File: src/rtl/sar_pkg.sv
package sar_pkg;

  // Bit decided in frame cycle c (cycles 1..2W are bit slots).
  function automatic int slot_bit(int w, int c);
    return (w - 1) - ((c - 1) / 2);
  endfunction

  // First cycle of a bit slot: trial bit is forced high.
  function automatic logic slot_first(int c);
    return ((c - 1) % 2) == 0;
  endfunction

  function automatic int frame_len(int w);
    return 2 * w + 2;
  endfunction

endpackage

File: src/rtl/sar_timer.sv
module sar_timer #(
  parameter int WIDTH = 12,
  parameter int BW    = $clog2(WIDTH)
) (
  input  logic          clk,
  input  logic          rst_n,
  output logic          start_o,
  output logic          end_o,
  output logic          set_o,
  output logic          decide_o,
  output logic [BW-1:0] bidx_o
);
  localparam int FRAME = sar_pkg::frame_len(WIDTH);
  localparam int CW    = $clog2(FRAME);

  logic [CW-1:0] cnt_q;
  logic          in_slot;

  always_ff @(posedge clk) begin
    if (!rst_n)                        cnt_q <= '0;
    else if (cnt_q == CW'(FRAME - 1))  cnt_q <= '0;
    else                               cnt_q <= cnt_q + CW'(1);
  end

  assign start_o  = (cnt_q == '0);
  assign end_o    = (cnt_q == CW'(FRAME - 1));
  assign in_slot  = !start_o && !end_o;
  assign set_o    = in_slot && sar_pkg::slot_first(int'(cnt_q));
  assign decide_o = in_slot && !sar_pkg::slot_first(int'(cnt_q));
  assign bidx_o   = in_slot ? BW'(sar_pkg::slot_bit(WIDTH, int'(cnt_q))) : '0;


  end_then_start_chk: assert property (@(posedge clk) disable iff (!rst_n)
    end_o |=> start_o);


  set_then_decide_chk: assert property (@(posedge clk) disable iff (!rst_n)
    set_o |=> (decide_o && bidx_o == $past(bidx_o)));

endmodule

File: src/rtl/sar_trial.sv
module sar_trial #(
  parameter int WIDTH = 12,
  parameter int BW    = $clog2(WIDTH)
) (
  input  logic             clk,
  input  logic             rst_n,
  input  logic             start_i,
  input  logic             end_i,
  input  logic             set_i,
  input  logic             decide_i,
  input  logic [BW-1:0]    bidx_i,
  input  logic             cmp_hi_i,
  output logic [WIDTH-1:0] trial_o,
  output logic [WIDTH-1:0] dac_o
);
  logic [WIDTH-1:0] trial_q;
  logic [WIDTH-1:0] probe;

  assign probe = WIDTH'(1) << bidx_i;

  always_ff @(posedge clk) begin
    if (!rst_n)        trial_q <= '0;
    else if (end_i)    trial_q <= '0;
    else if (set_i)    trial_q <= trial_q | probe;
    else if (decide_i) trial_q[bidx_i] <= ~cmp_hi_i;
  end

  assign trial_o = trial_q;
  assign dac_o   = set_i ? (trial_q | probe) : trial_q;


  start_zero_chk: assert property (@(posedge clk) disable iff (!rst_n)
    start_i |-> (dac_o == '0));


  decide_bit_chk: assert property (@(posedge clk) disable iff (!rst_n)
    decide_i |=> (trial_q[$past(bidx_i)] == !$past(cmp_hi_i)));

endmodule

File: src/rtl/sar_hold.sv
module sar_hold #(
  parameter int WIDTH = 12
) (
  input  logic             clk,
  input  logic             rst_n,
  input  logic             load_i,
  input  logic [WIDTH-1:0] word_i,
  output logic [WIDTH-1:0] result_o,
  output logic             valid_o
);
  always_ff @(posedge clk) begin
    if (!rst_n) begin
      result_o <= '0;
      valid_o  <= 1'b0;
    end else if (load_i) begin
      result_o <= word_i;
      valid_o  <= 1'b1;
    end
  end


  hold_stable_chk: assert property (@(posedge clk) disable iff (!rst_n)
    !load_i |=> $stable(result_o));


  valid_sticky_chk: assert property (@(posedge clk) disable iff (!rst_n)
    valid_o |=> valid_o);

endmodule

File: src/rtl/sar_seq.sv
module sar_seq #(
  parameter int WIDTH = 12
) (
  input  logic             clk,
  input  logic             rst_n,
  input  logic             cmp_hi,
  output logic [WIDTH-1:0] dac_code,
  output logic             start_pulse,
  output logic             end_pulse,
  output logic             busy,
  output logic [WIDTH-1:0] result,
  output logic             result_valid
);
  localparam int BW = $clog2(WIDTH);

  logic          set_w, decide_w;
  logic [BW-1:0] bidx_w;
  logic [WIDTH-1:0] trial_w;

  sar_timer #(.WIDTH(WIDTH), .BW(BW)) u_timer (
    .clk(clk), .rst_n(rst_n),
    .start_o(start_pulse), .end_o(end_pulse),
    .set_o(set_w), .decide_o(decide_w), .bidx_o(bidx_w)
  );

  sar_trial #(.WIDTH(WIDTH), .BW(BW)) u_trial (
    .clk(clk), .rst_n(rst_n),
    .start_i(start_pulse), .end_i(end_pulse),
    .set_i(set_w), .decide_i(decide_w), .bidx_i(bidx_w),
    .cmp_hi_i(cmp_hi), .trial_o(trial_w), .dac_o(dac_code)
  );

  sar_hold #(.WIDTH(WIDTH)) u_hold (
    .clk(clk), .rst_n(rst_n),
    .load_i(end_pulse), .word_i(trial_w),
    .result_o(result), .valid_o(result_valid)
  );

  assign busy = !end_pulse;


  end_load_chk: assert property (@(posedge clk) disable iff (!rst_n)
    end_pulse |=> (result == $past(dac_code) && result_valid));

endmodule

File: config.mk
export PLATFORM = sky130hd
export DESIGN_NAME = sar_seq
export DESIGN_NICKNAME = d
export VERILOG_FILES = /design/src/rtl/sar_pkg.sv /design/src/rtl/sar_timer.sv /design/src/rtl/sar_trial.sv /design/src/rtl/sar_hold.sv /design/src/rtl/sar_seq.sv
export SDC_FILE = /design/constraint.sdc
export NUM_CORES = 1
export LEC_CHECK = 0
export ABC_CLOCK_PERIOD_IN_PS = 4100
export BUFFER_PORTS_ARGS = -buffer_cell sky130_fd_sc_hd__buf_2
export CAP_MARGIN = 20
export CORE_ASPECT_RATIO = 0.5
export CORE_MARGIN = 5
export CORE_UTILIZATION = 41
export DETAILED_ROUTE_END_ITERATION = 6
export GPL_TIMING_DRIVEN = 0
export HOLD_SLACK_MARGIN = 0.02
export SETUP_SLACK_MARGIN = 0.02
export SYNTH_ARGS = -nofsm -noshare
export SYNTH_HDL_FRONTEND = slang
export SYNTH_SLANG_ARGS = --single-unit
File: constraint.sdc
create_clock -name clk -period 4.1 [get_ports clk]
set_input_delay 0.615 -clock clk [delete_from_list [all_inputs] [get_ports clk]]
set_output_delay 0.615 -clock clk [all_outputs]
set_load 0.1 [all_outputs]
==> results.yml <==
outcome:
  status: "finished clean"
synthesis:
  synth.distinct_cells: 43
  yosysSeqAreaShare_pct: 37.3
  syn_avg_cell_area_um2: 8.13
  synth_top_family_by_area: "simple AND/OR/NAND/NOR gates"
  ys.flop_type: "dfxtp_1"
  synth_xor_area_share_pct: 2.72
  synthAdderAreaFrac_pct: 5.13
  synthTopCellsByArea: "dfxtp_1, nand2_1, a21boi_0"
  syn_inst: 198
  synth-edff-count: 0
  synth_top_area_share_pct: 37.3
  synth-simple-area-share_pct: 27.5
  syn-num-nets: 207
  synth_area_leader_cell: "dfxtp_1"
  ys_seq_elements: 30
  yosysWarnings: 0
  synthesis.area_mm2: 0.00161
  synth_compound_area_share_pct: 18.3
  async_flop_share_pct: 0
  synth.mux.area_fraction_pct: 3.11
place:
  dp_cells: 282
  io_buffer_count: 30
  place_hpwl_um: 2900
  gp_congestion: 0.825
cts:
  cts_sinks: 30
  cts_root_buffer: "clkbuf_8"
  max-clock-path-buffers: 2
  cts_tree: "yes"
  cts_buffers: 5
  clk_pin_slew_worst_paths_ns: 0.06
  clock_latency_ns: 0.28
  h-tree-depth: 2
detailed_routing:
  vias: 1510
  drt-vias-per-instance: 5.12
  wl_met2_um: 1760
  top_layer_used: "met4"
  final_antenna_net_count: 0
  wirelength_um: 4120
  drc: 0
  dr.pass1.iters: 4
  wl_met1_um: 2130
  wl_met3_um: 171
  drt_iter0_markers: 111
  wire_per_inst_um: 13.9
worst_setup_path:
  critPathLaunchType: "flop"
  cp_max_fo: 9
  critPathCaptureType: "primary output"
  crit_type: "reg -> out"
  cp.required_ns: 3.48
  cp.arrival_ns: 3.38
  rrSetupSlack_ns: 1.00
global_routing:
  grt_pass1_wl_um: 6690
  grt_pass1_vias: 1381
  grt_overflow: 0
  grt_max_degree: 11
  grtUsageTotal_pct: 16.3
  antenna_found_initial: 0
floorplan:
  die_h_um: 54.3
  die-area_mm2: 0.00536
  row_count: 16
  die_width_um: 98.6
  design.core.area_mm2: 0.00384
  start_util_pct: 41.9
  pin_count: 31
hold_path:
  holdCritPathClass: "reg -> reg"
timing:
  fmax_mhz: 250
  period_needed_ns: 3.99
  relSlewSlack_pct: 66.8
  holdWs_ns: 0.462
  hold_viol_final: 0
  setup_viol: 0
  rsz0062_at_grt: "false"
  period_share_pct: 97.4
  final_max_slew_viol_count: 0
  skew_ns: 0.00356
  tightest_slew_ns: 0.501
cells_and_area:
  drive_above_1_share_pct: 29.9
  area_growth_pct: 32.6
  antenna-diode-count: 0
  fin_util_pct: 55.5
  final_net_count: 250
  layoutNonFillerInstCount: 295
pwr:
  ir_drop_mv: 0.163
  power.leakage_nw: 1.01
  powerDensity_mw_per_mm2: 436
job:
  maxCapViolations: 0
-- layout by cell type (no fill, tap or decap), types with 2 or more instances in the layout --
cell type / n
a21boi_0: 12
a21o_1: 6
a21o_4: 3
a21oi_1: 3
a311oi_1: 2
a31o_2: 2
a31oi_1: 2
a41o_1: 2
and3_1: 4
buf_1: 2
buf_12: 3
buf_2: 19
buf_4: 12
buf_6: 2
clkbuf_1: 4
clkbuf_4: 5
clkbuf_8: 5
clkinv_2: 2
dfxtp_1: 29
ha_1: 4
inv_1: 8
mux2i_1: 5
nand2_1: 45
nand3_1: 6
nor2_1: 16
nor3_1: 4
xor2_1: 3
-- repair_timing --
item / CTS / global route
pin swaps: 0 / 4
gates resized for setup: 24 / 26
endpoints found under the setup margin: 12 / 8
hold buffers: 0 / 0
buffers inserted: 0 / 6
gates cloned: 0 / 0
-- cell usage after synthesis, drive strengths merged (2+ instances only) --
cell type,count
mux2i,5
a41o,2
buf,7
a31o,2
a311oi,2
nor2,18
inv,9
a31oi,2
nor3,5
nor4,2
ha,5
clkbuf,5
a21o,9
and3,5
nand3,6
dfxtp,30
nor3b,2
a21boi,12
nand2,45
xor2,4
a21oi,4
-- routing by layer --
metal  up-vias  track usage [%]
li1        756                -
met1       728             22.2
met2        21             24.7
met3         5             4.71
met4         0             6.12
met5         -                0
-- registers in the layout, indices dropped and copies added, names as in the netlist --
signal and cells:
u_hold.result_o 12, u_trial.trial_o 12, u_timer.cnt_q 5, u_hold.valid_o 1
-- cells by family after synthesis --
logic type | Yosys count
muxes | 5
DFF | 30
AOI/OAI and AO/OA | 39
buffers and inverters | 21
and+or+nand+nor | 92
xor gates and xnor gates | 5
adders and majority gates | 6
-- power breakdown --
group | switching (mW) | internal, mW
combinational | 0.261 | 0.129
sequential | 0.0118 | 0.304
clock | 0.111 | 0.114
-- critical path: stages (launching register included) --
cell      delay, ns
dfxtp_2        0.34
buf_8          0.13
inv_2          0.06
ha_2           0.30
inv_1          0.05
ha_1           0.18
inv_1          0.05
ha_1           0.13
inv_1          0.06
fa_2           0.42
nand2b_4       0.16
and3_4         0.18
nor4_4         0.40
nand3b_1       0.19
o21bai_2       0.15
buf_4          0.31
-- worst paths after layout --
kind	from	end	cells past startpoint
max	u_timer.cnt_q[0]	dac_code[8]	15
min	u_hold.result_o[2]	u_hold.result_o[2]	2
max reg2reg	u_timer.cnt_q[0]	u_trial.trial_o[8]	15
min reg2reg	u_hold.result_o[2]	u_hold.result_o[2]	2
-- final cells by class --
type	count	area, µm²
Fill cell	365	1710
Multi-Input combinational cell	147	1010
Sequential cell	30	602
Timing Repair Buffer	36	263
Buffer	12	80.1
Clock buffer	5	68.8
Tap cell	54	67.6
Inverter	9	33.8
Clock inverter	2	10.0
-- through the flow --
| step | power (mW) | setup WS (ns) | area [µm²] | TNS (ns) |
|---|---|---|---|---|
| final | 0.930 | 0.106 | 2130 | 0 |
| after global routing | 0.975 | 0.00522 | 2130 | 0 |
| after CTS | 0.885 | 0.00165 | 2010 | 0 |
| after detailed placement | 0.639 | -0.388 | 1840 | -2.13 |
| after global placement | 0.637 | -0.330 | 1840 | -1.70 |
| after floorplan | 0.585 | 0.00130 | 1620 | 0 |
No activity file was read; power rests on OpenSTA's default activity.
